### config.mk
export PLATFORM = sky130hd
export DESIGN_NAME = bypass_fifo
export DESIGN_NICKNAME = d
export VERILOG_FILES = /design/src/rtl/bypass_fifo.sv
export SDC_FILE = /design/constraint.sdc
export NUM_CORES = 1
export LEC_CHECK = 0
export ABC_AREA = 0
export BUFFER_PORTS_ARGS = -buffer_cell sky130_fd_sc_hd__buf_4
export CAP_MARGIN = 15
export CORE_UTILIZATION = 45
export DETAILED_ROUTE_END_ITERATION = 12
export PLACE_DENSITY = 0.67
export SLEW_MARGIN = 20
export SYNTH_ARGS = -nofsm -noshare
export SYNTH_HDL_FRONTEND = slang
export SYNTH_SLANG_ARGS = --single-unit
### constraint.sdc
create_clock -name clk -period 3.7 [get_ports clk]
set_clock_uncertainty 0.2 [all_clocks]
set_input_delay 0.185 -clock clk [delete_from_list [all_inputs] [get_ports clk]]
set_output_delay 0.185 -clock clk [all_outputs]
set_load 0.03 [all_outputs]
### src/rtl/bypass_fifo.sv
module bypass_fifo #(
  parameter int DATA_W = 16,
  parameter int DEPTH  = 16,
  localparam int W  = DATA_W + 2,
  localparam int AW = $clog2(DEPTH),
  localparam int CW = AW + 1
) (
  input  logic         clk,
  input  logic         rst_n,
  input  logic         fifo_mode,
  input  logic         rd_line,
  input  logic         eoc,
  input  logic [W-1:0] din,
  output logic [W-1:0] dout,
  output logic         st_upper,
  output logic         st_lower
);
  localparam int HALF = DEPTH / 2;

  logic [W-1:0]  mem [DEPTH];
  logic [AW-1:0] head, tail;
  logic [CW-1:0] count, cnt_w;
  logic [W-1:0]  last_q;
  logic          pend;
  logic          rs1, rs2, rs3, eoc_q;

  wire rd_rise  = rs2 & ~rs3;
  wire rd_fall  = ~rs2 & rs3;
  wire wr_fire  = fifo_mode & eoc_q & ~eoc;
  wire wr_ok    = wr_fire & (count != CW'(DEPTH));
  wire soft_clr = ~fifo_mode & ~rs2;

  assign cnt_w = count + CW'(wr_ok);

  wire pop_now  = fifo_mode & rd_rise & (cnt_w >= CW'(2));
  wire pend_set = fifo_mode & rd_rise & (cnt_w == CW'(1));
  wire pop_late = fifo_mode & rd_fall & pend;
  wire pop      = pop_now | pop_late;

  always_ff @(posedge clk or negedge rst_n) begin
    if (!rst_n) begin
      rs1   <= 1'b0;
      rs2   <= 1'b0;
      rs3   <= 1'b0;
      eoc_q <= 1'b0;
    end else begin
      rs1   <= rd_line;
      rs2   <= rs1;
      rs3   <= rs2;
      eoc_q <= eoc;
    end
  end

  always_ff @(posedge clk or negedge rst_n) begin
    if (!rst_n) begin
      for (int i = 0; i < DEPTH; i++) mem[i] <= '0;
    end else if (wr_ok) begin
      mem[tail] <= din;
    end
  end

  always_ff @(posedge clk or negedge rst_n) begin
    if (!rst_n) begin
      head   <= '0;
      tail   <= '0;
      count  <= '0;
      pend   <= 1'b0;
      last_q <= '0;
    end else if (soft_clr) begin
      head  <= '0;
      tail  <= '0;
      count <= '0;
      pend  <= 1'b0;
    end else begin
      if (wr_ok) tail <= tail + AW'(1);
      if (pop) head <= head + AW'(1);
      if (pop_late) begin
        last_q <= mem[head];
        pend   <= 1'b0;
      end else if (pend_set) begin
        pend <= 1'b1;
      end
      count <= cnt_w - CW'(pop);
    end
  end

  assign dout     = !fifo_mode      ? din
                  : (count != '0)   ? mem[head]
                  :                   last_q;
  assign st_upper = count >= CW'(HALF);
  assign st_lower = (count == '0) | (count == CW'(DEPTH));
endmodule


==> impl_metrics.ini, run 1 <==
[detailed_routing]
firstDrtPassIters = 4
viasPerCell = 5.61
wl_per_cell_um = 22.2
drtIter0Drc = 389
vias = 8497
totalWireLength_um = 33700
ant_nets = 0
drc = 0

[place]
place_area_mm2 = 0.0159
gp_congestion = 0.767
hpwl_um = 20200
portBuffers = 42

[sta]
tns_ns = 0
hold_viol_final = 0
finalCritPeriodShare_pct = 91.8
finalCriticalPeriod_ns = 3.40
rsz0062_at_grt = false
finalHoldWorstSlack_ns = 0.123
relSlewSlack_pct = 42.8
drv_slew = 0
tightest_slew_ns = 0.856
clock.fmax_ghz = 0.294
setup_viol = 0

[pwr]
p_comb_share_pct = 25.6
vdd_ir_drop_max_mv = 0.359
p_sw_mw = 3.00
power_density_mw_per_mm2 = 602
power_frac_seq_pct = 41.1
p_leak_nw = 8.02
switching_share_pct = 29.0
clock_power_share_pct = 33.2
p_int_mw = 7.35

[global_route]
grt_pass1_vias = 9026
grt_usage_pct = 21.0
grt_pass1_wl_um = 53500
antenna_found_initial = 0
grt_max_degree = 107
grt.overflow.total = 0

[clock_network]
cts-root-buf = clkbuf_16
h-tree-depth = 2
postCtsSetupBuffers = 0
cts_made_buffers = 36
cts_sinks = 324
clockBufferDepth = 3
cts_tree = done
worstSkewPairLatency_ns = 0.51
path_clk_slew_ns = 0.06

[floorplanning]
die_x_um = 184
initial_core_util_pct = 45.8
io_pins = 43
die_area_mm2 = 0.0339
rows = 66
core_mm2 = 0.0326
die-height_um = 184

[final_layout]
final_cell_mix = dfrtp_1 (322), mux2_2 (307), buf_4 (73)
area_growth_pct = 15.1
antenna_cells = 0
nets = 1084
nFillCells = 2671
final_common_cell = dfrtp_1
seqCellArea_mm2 = 0.00812
layout-drive-gt1-share_pct = 50.4
stdcell_area_mm2 = 0.0172
multi_input_area_mm2 = 0.00649

[yosys]
avgSynthCellArea_um2 = 15.2
synth-compound-area-share_pct = 3.02
yosysSeqAreaShare_pct = 54.3
yosysTopAreaCell = dfrtp_1
synthMuxAreaShare_pct = 35.3
synth-simple-area-share_pct = 3.87
synth_cell_type_count = 40
yosys_warnings = 0
synthAdderAreaFrac_pct = 0.754
synth_flop_cell = dfrtp_1
synth_seq_cells = 324
synth_top_area_share_pct = 54.3
synthTopCellsByArea = dfrtp_1 (54%), mux2_2 (23%), mux4_2 (11%), a22oi_1 (1.8%), mux2i_1 (1.3%)
synth_xor_area_share_pct = 0.469
synth_edf_count = 0
netlist_area_mm2 = 0.0149
syn_inst = 983
synth_fp_nets = 1015
synth_top_family_by_area = multiplexers
async_reset_ff_share_pct = 100

[status]
status = complete, no violations

[critical_path]
cp_max_fo = 6
arrival_ns = 3.58
path_class = register to register
cp-startpoint = count[1]$_DFF_PN0_
critPathLaunchType = register
endpoint_kind = register
r2r-start = count[1]$_DFF_PN0_
cp.required_ns = 3.89

[worst_hold_path]
hold_path_class = input port to async pin

[job]
maxCapViolCount = 0
[cell type report]
cell class	instances	area share, %
Sequential cell	324	47.2
Multi-Input combinational cell	584	37.7
Clock buffer	51	6.04
Timing Repair Buffer	101	5.19
Tap cell	442	3.22
Clock inverter	7	0.517
Inverter	5	0.109
[kinds of logic after synthesis]
group | count (synthesis)
buffers and inverters | 75
DFF | 324
AOI/OAI and AO/OA | 68
and+or+nand+nor | 101
muxes | 398
xor gates and xnor gates | 8
adders and majority gates | 9
[flip-flops by register name (all words and copies together) (netlist names)]
name	cells
count	5
eoc_q	1
head	4
last_q	18
mem	288
pend	1
rs1	1
rs2	1
rs3	1
tail	4
[per-layer routing]
metal	wire length, µm	vias up	track usage [%]	share of wire [%]
met5	0	-	0	0
met4	651	0	5.40	1.9
met3	1200	50	2.98	3.6
met2	17200	152	36.6	51
met1	14600	4517	27.4	43
li1	-	3778	-	-
[path summary, 6_finish.rpt]
kind                                   endpoint  slack (ns)  cells past startpoint
min reg2reg                       rs2$_DFF_PN0_        0.16                      0
max                          count[3]$_DFF_PN0_        0.30                     14
max in group asynchronous  mem[110]$_DFFE_PN0P_        2.15                      3
min in group clk                  rs1$_DFF_PN0_        0.14                      2
min                        mem[192]$_DFFE_PN0P_        0.12                      2
max reg2reg                  count[3]$_DFF_PN0_        0.30                     14
[power by group through the flow]
stage | clock (mW) | combinational [mW] | sequential, mW
finish | 3.44 | 2.65 | 4.26
CTS | 3.51 | 2.69 | 4.26
global route | 3.65 | 2.87 | 4.32
floorplan | 0 | 1.94 | 4.19
global placement | 0 | 2.63 | 4.30
detailed placement | 0 | 2.66 | 4.32
[worst max-delay path, stage by stage (launching register included)]
cell and delay [ns]:
dfrtp_1 0.46, nor4_4 0.39, a21oi_4 0.10, ha_1 0.25
ha_1 0.28, and2_1 0.20, a31oi_1 0.27, nor3_1 0.12
o21ai_1 0.20, ha_1 0.20, nor2b_1 0.17, a21oi_1 0.09
a21oi_1 0.16, xor2_1 0.16, nor2_1 0.05
[repair_timing]
| item | in CTS | in global routing |
|---|---|---|
| endpoints found under the hold margin | 391 | 0 |
| setup endpoints to repair | 0 | 1 |
| hold buffers | 21 | 0 |
| resized for setup | 0 | 1 |
[through the flow]
step           instances  total power [mW]  utilization, %  setup WS (ns)
2_1_floorplan        983              6.13               -        0.00411
4_1_cts             1514              10.5            52.7          0.210
3_3_place_gp        1435              6.93            48.6          0.347
5_1_grt             1514              10.8            52.7         0.0823
3_5_place_dp        1435              6.98            48.6          0.250
6_report            1514              10.4            52.7          0.303
[cell usage after synthesis (4+ instances only)]
master and instances:
mux2_2 307, a22oi_1 36, buf_2 15, nand2_1 23
ha_1 9, mux4_2 72, xor2_1 4, xnor2_1 4
nor2_4 4, clkbuf_1 38, nor3_4 4, o21ai_0 5
mux2i_1 19, dfrtp_1 324, a21oi_1 23, nor2b_1 7
nor2_1 31, nor2_2 8, inv_1 4, buf_4 13
Power figures use the tool's default switching activity.
==> inputs of run 2 (changes only) <==
==> constraint.sdc (replaced) <==
create_clock -name clk -period 3.3 [get_ports clk]
set_clock_uncertainty 0.2 [all_clocks]
set_input_delay 0.165 -clock clk [delete_from_list [all_inputs] [get_ports clk]]
set_output_delay 0.165 -clock clk [all_outputs]
set_load 0.03 [all_outputs]
==> run 2 against run 1 <==
Hold slack gained 0.0029 ns. Power rose by 11%. First-iteration DRC count up 15%. Wire length increased by 1.5%. Non-clock buffer count grew 12. Register-to-register slack hardly changed. Critical endpoint is now dout[17]. Global-route usage increased by 0.49 points. Setup slack worse by 0.11 ns. Highest routed layer unchanged. Largest power group unchanged. Cell count increased by 0.92%.
==> impl_metrics.ini, run 2 (synthesis results as in run 1) <==
[clock_network]
clockBufferDepth = 3
worstSkewPairLatency_ns = 0.51
postCtsSetupBuffers = 0
path_clk_slew_ns = 0.06
cts_made_buffers = 35
cts_tree = done
cts-resized-gates = 0
h-tree-depth = 2
postCtsHoldBufs = 21
cts_sinks = 324
cts-root-buf = clkbuf_16

[final_layout]
top_regs = mem x288, last_q x18, count x5
nFillCells = 2663
final_common_cell = dfrtp_1
layout-drive-gt1-share_pct = 51.5
final_cell_mix = dfrtp_1 (322), mux2_2 (307), buf_4 (81)
antenna_cells = 0
nets = 1095
stdcell_area_mm2 = 0.0173
area_growth_pct = 16.1
seqCellArea_mm2 = 0.00812
multi_input_area_mm2 = 0.00656
stdcell_count = 1528
regMostFlops = mem
largest_register_ffs = 288

[critical_path]
arrival_ns = 2.75
path_class = register to output pin
cp_max_fo = 42
max_stage_delay_ns = 0.56
cpMaxStageDelayCell = mux4_2
worst-path-buf-inv = 2
cp.required_ns = 2.93
crit_chain = buf_12 -> mux4_2 -> a22oi_1 -> nand2_1 -> mux2i_1 -> a21oi_1 -> buf_4
endpoint_kind = output pin
crit_family = multiplexers
critPathLaunchType = register

[place]
hpwl_um = 20900
gp_congestion = 0.776
dp_cells = 1447
portBuffers = 42
place_area_mm2 = 0.0161
pre_cts_ws_ns = 0.325

[floorplanning]
core_mm2 = 0.0326
io_pins = 43
initial_core_util_pct = 45.8
die-height_um = 184
die_area_mm2 = 0.0339
die_x_um = 184
rows = 66

[detailed_routing]
firstDrtPassIters = 4
wl_per_cell_um = 22.4
drtIter0Drc = 447
drc = 0
viasPerCell = 5.62
ant_nets = 0
totalWireLength_um = 34200
vias = 8589

[pwr]
power_density_mw_per_mm2 = 662
p_leak_nw = 8.07
vdd_ir_drop_max_mv = 0.410

[global_route]
grt.overflow.total = 0
grt_max_degree = 114
grt_usage_pct = 21.5
grt_pass1_vias = 9264
antenna_found_initial = 0
grt_pass1_wl_um = 54600

[sta]
relSlewSlack_pct = 38.4
setup_ws_ns = 0.189
finalCritPeriodShare_pct = 94.3
finalCriticalPeriod_ns = 3.11
tightest_slew_ns = 0.924
drv_slew = 0
rsz0062_at_grt = false
clock.fmax_ghz = 0.321
hold_viol_final = 0
tns_ns = 0
setup_viol = 0

[job]
maxCapViolCount = 0

[status]
status = complete, no violations

[worst_hold_path]
hold_path_class = input port to register
## run 2: changes by cell type in the layout (fill, tap and decap cells not counted), sizes merged
cell and change:
clkinv -1, buf +12, bufinv -2, clkbuf +5
## run 2: layout make-up
cell class | count | area share (%)
tap | 442 | 3.19
clock buffer | 56 | 6.02
sequential | 324 | 46.8
inverter | 5 | 0.108
timing repair buffer | 113 | 5.96
multi-input combinational | 584 | 37.8
clock inverter | 4 | 0.137
## run 2: worst paths after layout
check,startpoint,endpoint,slack [ns],depth (start not counted)
max reg2reg,count[2]$_DFF_PN0_,count[2]$_DFF_PN0_,0.30,13
max in group asynchronous,rst_n,mem[242]$_DFFE_PN0P_,1.79,3
min in group asynchronous,rst_n,mem[51]$_DFFE_PN0P_,0.15,2
min reg2reg,rs1$_DFF_PN0_,rs2$_DFF_PN0_,0.17,0
max,head[0]$_DFFE_PN0P_,dout[17],0.19,7
min,rd_line,rs1$_DFF_PN0_,0.13,2
## run 2: stage by stage
stage / util [%] / power (mW) / hold WS, ns
final: 53.2 / 11.5 / 0.126
after global routing: 53.2 / 12.0 / 0.122
after CTS: 53.2 / 11.6 / 0.118
after detailed placement: 49.3 / 7.89 / 0.0853
after global placement: 49.3 / 7.82 / 0.0830
after floorplan: - / 6.94 / -0.331
## run 2: routing by layer
layer  up-vias  wire length, µm  track usage, %
met4         0              862            6.30
met5         -                0               0
met2       150            16900            35.8
li1       3795                -               -
met3        61             1240            3.26
met1      4583            15200            29.1
## run 2: worst reg2reg max path, stage by stage, from the launching register on
cell,delay (ns)
dfrtp_1,0.41
nor4_4,0.37
a21oi_4,0.11
ha_4,0.20
ha_4,0.18
and2_4,0.17
a31oi_4,0.16
nor3_2,0.08
o21ai_2,0.20
ha_2,0.22
ha_1,0.17
xor2_1,0.20
xnor2_1,0.14
nor2_1,0.06
## run 2: power breakdown
part,total [mW],internal (mW),switching [mW]
clock,3.67,2.16,1.51
sequential,4.76,4.46,0.296
combinational,3.06,1.51,1.55
total,11.5,8.13,3.36
==> inputs of run 3 (changes only) <==
==> constraint.sdc (replaced) <==
create_clock -name clk -period 3.3 [get_ports clk]
set_clock_uncertainty 0.2 [all_clocks]
set_input_delay 0.165 -clock clk [delete_from_list [all_inputs] [get_ports clk]]
set_output_delay 0.165 -clock clk [all_outputs]
set_load 0.02 [all_outputs]
==> run 3 against run 2 <==
Critical endpoint unchanged. Largest cell class unchanged. Power increased by 0.35%. Via count down 0.44%. Highest routed layer unchanged. Core utilization up 0.088 points. Cell count fell by 0.26%. Die area unchanged. Sequential share of layout area fell by 0.078 points.
==> impl_metrics.ini, run 3 (synthesis results as in run 1) <==
[status]
status = complete, no violations

[sta]
tightest_slew_ns = 0.816
finalCriticalPeriod_ns = 3.08
finalHoldWorstSlack_ns = 0.0497
hold_viol_final = 0
clock.fmax_ghz = 0.324
rsz0062_at_grt = false
relSlewSlack_pct = 45.5
finalCritPeriodShare_pct = 93.5
tns_ns = 0
setup_viol = 0
drv_slew = 0

[final_layout]
regMostFlops = mem
final_common_cell = dfrtp_1
layout-drive-gt1-share_pct = 51.5
utilization_pct = 53.3
antenna_cells = 0
nets = 1093
area_growth_pct = 16.3
nFillCells = 2617
largest_register_ffs = 288
top_regs = mem x288, last_q x18, count x5
final_cell_mix = dfrtp_1 (322), mux2_2 (307), buf_4 (77)

[place]
portBuffers = 42
gp_congestion = 0.760
hpwl_um = 20300

[floorplanning]
die-height_um = 184
initial_core_util_pct = 45.8
rows = 66
die_area_mm2 = 0.0339
die_x_um = 184
io_pins = 43
core_mm2 = 0.0326

[pwr]
p_leak_nw = 8.08
power_mw = 11.5
p_int_mw = 8.28
vdd_ir_drop_max_mv = 0.625
power_frac_seq_pct = 41.4
clock_power_share_pct = 33.0
p_sw_mw = 3.25
p_comb_share_pct = 25.6
power_density_mw_per_mm2 = 663
switching_share_pct = 28.2

[detailed_routing]
vias = 8551
viasPerCell = 5.61
drc = 0
totalWireLength_um = 33400
drtIter0Drc = 540
firstDrtPassIters = 4
ant_nets = 0
wl_per_cell_um = 21.9

[clock_network]
cts_tree = done
path_clk_slew_ns = 0.06
clockBufferDepth = 3
cts-resized-gates = 0
worstSkewPairLatency_ns = 0.51
cts_sinks = 324
cts_made_buffers = 35
h-tree-depth = 2
cts-root-buf = clkbuf_16

[critical_path]
critPathLaunchType = register
cp_max_fo = 19
arrival_ns = 2.72
endpoint_kind = output pin
cp.required_ns = 2.93
path_class = register to output pin

[global_route]
grt_usage_pct = 20.9
grt_pass1_vias = 9125
antenna_found_initial = 0
grt_pass1_wl_um = 53700
grt.overflow.total = 0
grt_max_degree = 85

[job]
maxCapViolCount = 0

[worst_hold_path]
hold_path_class = input port to async pin
## run 3: cell types whose count changed in the layout (fill, tap and decap cells not counted), sizes merged
| cell | before | now |
|---|---|---|
| clkbuf | 56 | 51 |
| bufinv | 0 | 2 |
| clkinv | 3 | 4 |
| buf | 92 | 90 |
## run 3: power by group through the flow
stage | sequential [mW] | clock (mW) | combinational, mW
4_1_cts | 4.78 | 3.89 | 2.96
5_1_grt | 4.84 | 4.04 | 3.21
2_1_floorplan | 4.71 | 0 | 2.10
3_3_place_gp | 4.83 | 0 | 2.89
6_report | 4.77 | 3.80 | 2.95
3_5_place_dp | 4.85 | 0 | 2.94
## run 3: repair_timing
| item | 4_1_cts | 5_1_grt |
|---|---|---|
| hold endpoints to repair | 377 | 0 |
| setup endpoints to repair | 0 | 2 |
| hold buffers | 21 | 0 |
| setup buffers | 0 | 4 |
## run 3: layout make-up
class | instances | area (µm²) | area share (%)
Sequential cell | 324 | 8120 | 46.7
Multi-Input combinational cell | 584 | 6540 | 37.6
Timing Repair Buffer | 111 | 1040 | 6.01
Clock buffer | 51 | 1020 | 5.85
Tap cell | 442 | 553 | 3.18
Clock inverter | 7 | 92.6 | 0.533
Inverter | 5 | 18.8 | 0.108
## run 3: worst max-delay path, stage by stage (launching register included)
cell and delay, ns:
dfrtp_4 0.54, buf_12 0.24, mux4_2 0.54, a22oi_1 0.22
nand2_1 0.10, mux2i_1 0.13, a21oi_1 0.19, buf_4 0.24
## run 3: worst paths after layout
kind | slack [ns] | end | cells after the start | from
max | 0.22 | dout[17] | 7 | head[0]$_DFFE_PN0P_
min | 0.05 | mem[152]$_DFFE_PN0P_ | 2 | rst_n
max reg2reg | 0.25 | count[3]$_DFF_PN0_ | 14 | count[2]$_DFF_PN0_
min reg2reg | 0.17 | rs2$_DFF_PN0_ | 0 | rs1$_DFF_PN0_
max in group asynchronous | 1.93 | mem[76]$_DFFE_PN0P_ | 3 | rst_n
min in group clk | 0.14 | eoc_q$_DFF_PN0_ | 2 | eoc
## run 3: metal layers
layer | up-vias | GRT usage (%) | routed length, µm | part of all wire (%)
li1 | 3798 | - | - | -
met1 | 4558 | 30.2 | 15600 | 47
met2 | 148 | 33.4 | 15900 | 47
met3 | 47 | 2.73 | 1290 | 3.8
met4 | 0 | 5.57 | 651 | 1.9
met5 | - | 0 | 0 | 0
## run 3: per-stage QoR
stage	instance area [µm²]	setup slack, ns	cells
floorplan	15000	0.0554	983
global placement	16000	0.315	1441
detailed placement	16000	0.253	1441
CTS	17300	0.0991	1520
global route	17400	0.0241	1524
finish	17400	0.216	1524
